<file path="src/rtl/txo_pkg.sv">
package txo_pkg;

  typedef enum logic [1:0] {
    SEQ_IDLE = 2'd0,
    SEQ_LEAD = 2'd1,
    SEQ_DRAW = 2'd2
  } seq_state_e;

  localparam logic [7:0] CTRL_CODE_TOP = 8'h20;

endpackage

</file>
<file path="src/rtl/txo_rst_sync.sv">
module txo_rst_sync (
  input  logic clk,
  input  logic arst_n,
  output logic rst_n_sync
);

  logic [1:0] shift_q;

  always_ff @(posedge clk or negedge arst_n) begin
    if (!arst_n) shift_q <= '0;
    else         shift_q <= {shift_q[0], 1'b1};
  end

  assign rst_n_sync = shift_q[1];

endmodule

</file>
<file path="src/rtl/txo_hseq.sv">
module txo_hseq
  import txo_pkg::*;
#(
  parameter int COLS   = 40,
  parameter int CELL_W = 12,
  parameter int HOFF_W = 10,
  localparam int CW    = $clog2(COLS),
  localparam int XW    = $clog2(CELL_W)
) (
  input  logic              clk,
  input  logic              rst_n,
  input  logic              line_start,
  input  logic              run_en,
  input  logic [HOFF_W-1:0] h_offset,
  output logic              h_act,
  output logic [CW-1:0]     col,
  output logic [XW-1:0]     px
);

  localparam logic [CW-1:0] COL_LAST = CW'(COLS - 1);
  localparam logic [XW-1:0] PX_LAST  = XW'(CELL_W - 1);

  seq_state_e        st_q, st_d;
  logic [HOFF_W-1:0] lead_q, lead_d, lead_inc;
  logic [CW-1:0]     col_q, col_d;
  logic [XW-1:0]     px_q, px_d;
  logic              reg_en;

  assign lead_inc = lead_q + HOFF_W'(1);

  always_comb begin
    st_d   = st_q;
    lead_d = lead_q;
    col_d  = col_q;
    px_d   = px_q;
    if (!run_en) begin
      st_d = SEQ_IDLE;
    end else if (line_start) begin
      lead_d = '0;
      if (h_offset == '0) begin
        st_d  = SEQ_DRAW;
        col_d = '0;
        px_d  = '0;
      end else begin
        st_d = SEQ_LEAD;
      end
    end else begin
      case (st_q)
        SEQ_LEAD: begin
          if (lead_inc == h_offset) begin
            st_d  = SEQ_DRAW;
            col_d = '0;
            px_d  = '0;
          end else begin
            lead_d = lead_inc;
          end
        end
        SEQ_DRAW: begin
          if (px_q == PX_LAST) begin
            if (col_q == COL_LAST) begin
              st_d = SEQ_IDLE;
            end else begin
              px_d  = '0;
              col_d = col_q + CW'(1);
            end
          end else begin
            px_d = px_q + XW'(1);
          end
        end
        default: ;
      endcase
    end
  end

  assign reg_en = (st_d != st_q) || (st_q != SEQ_IDLE);

  always_ff @(posedge clk or negedge rst_n) begin
    if (!rst_n) begin
      st_q   <= SEQ_IDLE;
      lead_q <= '0;
      col_q  <= '0;
      px_q   <= '0;
    end else if (reg_en) begin
      st_q   <= st_d;
      lead_q <= lead_d;
      col_q  <= col_d;
      px_q   <= px_d;
    end
  end

  assign h_act = (st_q == SEQ_DRAW);
  assign col   = col_q;
  assign px    = px_q;

  p_col_bound_r1: assert property (@(posedge clk) disable iff (!rst_n)
    col_q <= COL_LAST);

  p_px_bound_r3: assert property (@(posedge clk) disable iff (!rst_n)
    px_q <= PX_LAST);

  p_px_step_r3: assert property (@(posedge clk) disable iff (!rst_n)
    (h_act && run_en && !line_start && px_q != PX_LAST)
      |=> (h_act && px_q == XW'($past(px_q) + XW'(1))));

  p_col_hold_r8: assert property (@(posedge clk) disable iff (!rst_n)
    (!h_act && $past(!h_act)) |-> ($stable(col_q) && $stable(px_q)));

endmodule

</file>
<file path="src/rtl/txo_vseq.sv">
module txo_vseq
  import txo_pkg::*;
#(
  parameter int ROWS   = 25,
  parameter int CELL_H = 10,
  parameter int VOFF_W = 9,
  localparam int RW    = $clog2(ROWS),
  localparam int YW    = $clog2(CELL_H)
) (
  input  logic              clk,
  input  logic              rst_n,
  input  logic              field_start,
  input  logic              line_start,
  input  logic [VOFF_W-1:0] v_offset,
  output logic              v_act,
  output logic              draw_nxt,
  output logic [RW-1:0]     row,
  output logic [YW-1:0]     line
);

  localparam logic [RW-1:0] ROW_LAST = RW'(ROWS - 1);
  localparam logic [YW-1:0] LN_LAST  = YW'(CELL_H - 1);

  seq_state_e        st_q, st_d;
  logic [VOFF_W-1:0] lead_q, lead_d;
  logic [RW-1:0]     row_q, row_d;
  logic [YW-1:0]     line_q, line_d;
  logic              reg_en;

  always_comb begin
    st_d   = st_q;
    lead_d = lead_q;
    row_d  = row_q;
    line_d = line_q;
    if (field_start) begin
      st_d   = SEQ_LEAD;
      lead_d = '0;
    end else if (line_start) begin
      case (st_q)
        SEQ_LEAD: begin
          if (lead_q == v_offset) begin
            st_d   = SEQ_DRAW;
            row_d  = '0;
            line_d = '0;
          end else begin
            lead_d = lead_q + VOFF_W'(1);
          end
        end
        SEQ_DRAW: begin
          if (line_q == LN_LAST) begin
            if (row_q == ROW_LAST) begin
              st_d = SEQ_IDLE;
            end else begin
              line_d = '0;
              row_d  = row_q + RW'(1);
            end
          end else begin
            line_d = line_q + YW'(1);
          end
        end
        default: ;
      endcase
    end
  end

  assign reg_en = field_start || line_start;

  always_ff @(posedge clk or negedge rst_n) begin
    if (!rst_n) begin
      st_q   <= SEQ_IDLE;
      lead_q <= '0;
      row_q  <= '0;
      line_q <= '0;
    end else if (reg_en) begin
      st_q   <= st_d;
      lead_q <= lead_d;
      row_q  <= row_d;
      line_q <= line_d;
    end
  end

  assign v_act    = (st_q == SEQ_DRAW);
  assign draw_nxt = (st_d == SEQ_DRAW);
  assign row      = row_q;
  assign line     = line_q;

  p_row_bound_r1: assert property (@(posedge clk) disable iff (!rst_n)
    row_q <= ROW_LAST);

  p_line_bound_r4: assert property (@(posedge clk) disable iff (!rst_n)
    line_q <= LN_LAST);

  p_line_step_r4: assert property (@(posedge clk) disable iff (!rst_n)
    (v_act && line_start && !field_start && line_q != LN_LAST)
      |=> (v_act && line_q == YW'($past(line_q) + YW'(1))));

  p_row_hold_r8: assert property (@(posedge clk) disable iff (!rst_n)
    (!v_act && $past(!v_act)) |-> ($stable(row_q) && $stable(line_q)));

endmodule

</file>
<file path="src/rtl/txo_rowmap.sv">
module txo_rowmap #(
  parameter int ROWS = 25,
  localparam int RW  = $clog2(ROWS)
) (
  input  logic          status_top,
  input  logic [RW-1:0] disp_row,
  output logic [RW-1:0] mem_row
);

  localparam logic [RW-1:0] ROW_LAST = RW'(ROWS - 1);

  always_comb begin
    if (status_top) begin
      if (disp_row == '0) mem_row = ROW_LAST;
      else                mem_row = disp_row - RW'(1);
    end else begin
      mem_row = disp_row;
    end
    p_map_bound_r2: assert (mem_row <= ROW_LAST || disp_row > ROW_LAST);
  end

endmodule

</file>
<file path="src/rtl/txt_row_cell_seq.sv">
module txt_row_cell_seq
  import txo_pkg::*;
#(
  parameter int COLS   = 40,
  parameter int ROWS   = 25,
  parameter int CELL_W = 12,
  parameter int CELL_H = 10,
  parameter int HOFF_W = 10,
  parameter int VOFF_W = 9,
  localparam int CW    = $clog2(COLS),
  localparam int RW    = $clog2(ROWS),
  localparam int XW    = $clog2(CELL_W),
  localparam int YW    = $clog2(CELL_H)
) (
  input  logic              clk,
  input  logic              rst_n,
  input  logic              hsync,
  input  logic              vsync,
  input  logic              status_top,
  input  logic [HOFF_W-1:0] h_offset,
  input  logic [VOFF_W-1:0] v_offset,
  input  logic [7:0]        char_code,
  output logic              disp_en,
  output logic [RW-1:0]     mem_row,
  output logic [CW-1:0]     mem_col,
  output logic [XW-1:0]     glyph_x,
  output logic [YW-1:0]     glyph_y,
  output logic              ctl_blank
);

  localparam logic [RW-1:0] ROW_LAST = RW'(ROWS - 1);

  logic          srst_n;
  logic          hs_q, vs_q;
  logic          hs_edge, vs_edge;
  logic          v_act, v_draw_nxt;
  logic [RW-1:0] disp_row;

  txo_rst_sync u_rst (
    .clk        (clk),
    .arst_n     (rst_n),
    .rst_n_sync (srst_n)
  );

  always_ff @(posedge clk or negedge srst_n) begin
    if (!srst_n) begin
      hs_q <= 1'b0;
      vs_q <= 1'b0;
    end else begin
      hs_q <= hsync;
      vs_q <= vsync;
    end
  end

  assign hs_edge = hsync & ~hs_q;
  assign vs_edge = vsync & ~vs_q;

  txo_vseq #(
    .ROWS   (ROWS),
    .CELL_H (CELL_H),
    .VOFF_W (VOFF_W)
  ) u_vseq (
    .clk         (clk),
    .rst_n       (srst_n),
    .field_start (vs_edge),
    .line_start  (hs_edge),
    .v_offset    (v_offset),
    .v_act       (v_act),
    .draw_nxt    (v_draw_nxt),
    .row         (disp_row),
    .line        (glyph_y)
  );

  txo_hseq #(
    .COLS   (COLS),
    .CELL_W (CELL_W),
    .HOFF_W (HOFF_W)
  ) u_hseq (
    .clk        (clk),
    .rst_n      (srst_n),
    .line_start (hs_edge),
    .run_en     (v_draw_nxt),
    .h_offset   (h_offset),
    .h_act      (disp_en),
    .col        (mem_col),
    .px         (glyph_x)
  );

  txo_rowmap #(
    .ROWS (ROWS)
  ) u_rowmap (
    .status_top (status_top),
    .disp_row   (disp_row),
    .mem_row    (mem_row)
  );

  assign ctl_blank = disp_en & (char_code < CTRL_CODE_TOP);

  p_en_in_window_r6: assert property (@(posedge clk) disable iff (!srst_n)
    disp_en |-> v_act);

  p_blank_gated_r7: assert property (@(posedge clk) disable iff (!srst_n)
    ctl_blank |-> disp_en);

  p_status_first_r2: assert property (@(posedge clk) disable iff (!srst_n)
    (status_top && disp_row == '0) |-> (mem_row == ROW_LAST));

  p_field_restart_r4: assert property (@(posedge clk) disable iff (!srst_n)
    vs_edge |=> !disp_en);

endmodule

</file>
<file path="config.mk">
export PLATFORM = sky130hd
export DESIGN_NAME = txt_row_cell_seq
export DESIGN_NICKNAME = d
export VERILOG_FILES = /design/src/rtl/txo_pkg.sv /design/src/rtl/txo_rst_sync.sv /design/src/rtl/txo_hseq.sv /design/src/rtl/txo_vseq.sv /design/src/rtl/txo_rowmap.sv /design/src/rtl/txt_row_cell_seq.sv
export SDC_FILE = /design/constraint.sdc
export NUM_CORES = 1
export LEC_CHECK = 0
export BUFFER_PORTS_ARGS = -buffer_cell sky130_fd_sc_hd__buf_2
export CORE_UTILIZATION = 35
export CTS_CLUSTER_DIAMETER = 80
export DETAILED_ROUTE_END_ITERATION = 10
export SETUP_SLACK_MARGIN = 0.4
export SLEW_MARGIN = 20
export SYNTH_ARGS = -nofsm -noshare
export SYNTH_HDL_FRONTEND = slang
export SYNTH_SLANG_ARGS = --single-unit
export TNS_END_PERCENT = 1
</file>
<file path="constraint.sdc">
create_clock -name clk -period 3.45 [get_ports clk]
set_input_delay 0.8625 -clock clk [delete_from_list [all_inputs] [get_ports clk]]
set_output_delay 0.8625 -clock clk [all_outputs]
set_load 0.1 [all_outputs]
</file>
==> impl_metrics.env <==
export IMPL_ir_drop_mv=0.238
export IMPL_cp_end_kind="flip-flop"
export IMPL_ys_warn_count=0
export IMPL_min_path_type="in -> async"
export IMPL_overflow=0
export IMPL_finalNonFillerCells=539
export IMPL_coreArea_um2=8720
export IMPL_worstMarginPinSlew_ps=592
export IMPL_met1Wirelength_mm=3.81
export IMPL_final_setup_viol_count=0
export IMPL_final_nets=476
export IMPL_hold_slack_ps=319
export IMPL_fin_crit_sh_pct=98.2
export IMPL_synth_cell_types=58
export IMPL_p_total_mw=1.13
export IMPL_dr_max_layer_used="met4"
export IMPL_final_common_cell="buf_2"
export IMPL_nFillCells=830
export IMPL_grt_pass1_vias=2701
export IMPL_period_needed_ps=3390
export IMPL_skew_ps=5.41
export IMPL_start_util_pct=36.1
export IMPL_fmax_mhz=295
export IMPL_wl_per_cell_um=14.4
export IMPL_synth_edff_count=0
export IMPL_maxCapViolCount=0
export IMPL_antenna_found_initial=0
export IMPL_gp_congestion=0.822
export IMPL_cts_setup_buffers=0
export IMPL_hold_viol_final=0
export IMPL_htree_num_levels=2
export IMPL_grt_pass1_wl_mm=12.9
export IMPL_syn_area_per_cell_um2=8.71
export IMPL_critPathMaxStageDelay_ps=550
export IMPL_vias_per_cell=5.38
export IMPL_regArea_um2=1150
export IMPL_synth_nets=408
export IMPL_netlist_instances=362
export IMPL_crit_fanout=9
export IMPL_worstPathCellList="buf_2 -> or4_4 -> o41ai_4 -> o21ai_2 -> or4b_4 -> o2111ai_2 -> buf_4 -> a211oi_2 -> or4_4 -> o31ai_1"
export IMPL_diodes=0
export IMPL_clock_sinks=46
export IMPL_synthesis_area_um2=3150
export IMPL_ctsHoldBuffers=0
export IMPL_grt_total_usage_pct=16.3
export IMPL_layout_common_cells="buf_2 (46), dfrtp_1 (45), nor2_1 (39)"
export IMPL_drc_errors=0
export IMPL_ys_seq_elements=46
export IMPL_portBuffers=47
export IMPL_path_class="in -> reg"
export IMPL_wl_met3_um=281
export IMPL_dr_first_iter_drc_count=117
export IMPL_vias=2900
export IMPL_cp_common_cell="or4_4"
export IMPL_dr_pass1_iters=4
export IMPL_met2WireLength_mm=3.54
export IMPL_critical_path_required_ps=3660
export IMPL_relSlewSlack_pct=60.6
export IMPL_placed_cells=531
export IMPL_drv_slew=0
export IMPL_status="finished, final reports clean"
export IMPL_multi_input_area_um2=2060
export IMPL_clockRootBuffer="clkbuf_8"
export IMPL_rsz0062_at_grt="true"
export IMPL_synth_async_reset_ratio_pct=100
export IMPL_die_width_um=96.9
export IMPL_clk_pin_slew_ps=90
export IMPL_grt_max_degree=45
export IMPL_insertion_delay_ps=310
export IMPL_area_delta_synth_final_pct=26.2
export IMPL_synth_ff_type="dfrtp_1"
export IMPL_p_leak_nw=1.75
export IMPL_fp_dieArea_um2=9390
export IMPL_die_h_um=96.9
export IMPL_tritoncts="yes"
export IMPL_ys_seq_area_share_pct=36.5
export IMPL_p_per_area_nw_per_um2=285
export IMPL_drive_gt1_share_pct=28.1
export IMPL_detail_route_antenna_nets=0
export IMPL_crit_slowest_cell="or4_4"
export IMPL_critical_path_arrival_ps=3600
export IMPL_cts_buffers=5
export IMPL_cp_start_kind="primary input"
export IMPL_wl_mm=7.74
export IMPL_num_rows=34
export IMPL_ctsLongestPathBuffers=2
export IMPL_hpwlAfterDp_mm=5.36
export IMPL_num_io_pins=53
## cells in the mapped netlist, types with 7 or more instances
master / count / area, um^2
nand2_1: 30 / 113
ha_1: 14 / 175
a21oi_1: 9 / 45.0
nor2_1: 39 / 146
xnor2_1: 19 / 166
o31ai_1: 28 / 210
xor2_1: 9 / 78.8
clkbuf_1: 12 / 45.0
dfrtp_1: 46 / 1150
o21ai_0: 28 / 140
nor3_1: 7 / 35.0
nand3_1: 20 / 100
inv_1: 14 / 52.6
## sequential cells by signal, indices dropped and copies added, names as in the netlist
register	flops
u_hseq.st_q	2
hs_q	1
u_vseq.lead_q	9
u_rst.shift_q	2
vs_q	1
u_vseq.row	5
u_vseq.st_q	2
u_hseq.col	6
u_vseq.line	4
u_hseq.px	4
u_hseq.lead_q	10
## metal layers
metal  global-route usage (%)  vias to the layer above
met5                        0                        -
met4                     4.71                        0
met1                     23.1                     1379
li1                         -                     1453
met3                     2.53                       10
met2                     25.8                       58
## per-stage QoR
stage	area (um^2)	setup TNS, ps	setup slack (ps)	util [%]
floorplan	3180	-642	-61.4	-
global placement	3700	-3710	-254	42.5
detailed placement	3700	-4640	-309	42.5
CTS	3810	0	8.32	43.7
global route	3980	-25.1	-13.9	45.6
finish	3980	0	60.5	45.6
## area by class of cell
class                      instances  area share [%]
clock buffer                       7            2.42
clock inverter                     1           0.220
inverter                          14            1.32
multi-input combinational        286            51.9
sequential                        46            29.0
tap                              108            3.40
timing repair buffer              77            11.7
## timing repair
| item | in CTS | in global routing |
|---|---|---|
| endpoints found under the setup margin | 22 | 24 |
| gates resized for setup | 0 | 32 |
| pin swaps | 0 | 2 |
| endpoints found under the hold margin | 0 | 0 |
## final timing paths
check                      depth (start not counted)          endpoint             start  slack, ps
setup / recovery                                  10  u_hseq.lead_q[3]       h_offset[6]         60
hold / removal                                     1  u_rst.shift_q[1]             rst_n        320
setup reg to reg                                  11  u_hseq.lead_q[3]  u_hseq.lead_q[0]        300
hold reg to reg                                    0      u_hseq.px[0]  u_rst.shift_q[1]        350
max in group asynchronous                          0  u_hseq.lead_q[6]  u_rst.shift_q[1]       2710
min in group clk                                   0  u_rst.shift_q[1]  u_rst.shift_q[0]        360
## critical path, delay by kind of cell
family	cells	cell delay [ps]
buffers and inverters	2	240
AO/OA/AOI/OAI	5	930
AND/OR/NAND/NOR	3	1560
## logic make-up (layout without fill, tap and decap cells)
family	Yosys count	count (layout)	synth area share, %
xor gates and xnor gates	29	29	8.50
AOI/OAI and AO/OA	98	98	21.8
muxes	1	1	0.318
other	1	1	0.119
DFF	46	46	36.5
and+or+nand+nor	143	143	23.3
adders and majority gates	14	14	5.56
buffers and inverters	30	99	3.93
## where the power goes
group	internal (mW)	switching, mW	leakage, nW
sequential	0.553	0.0252	0.619
combinational	0.0676	0.104	1.08
clock	0.184	0.199	0.0544
total	0.804	0.328	1.75
Power figures use the tool's default switching activity.
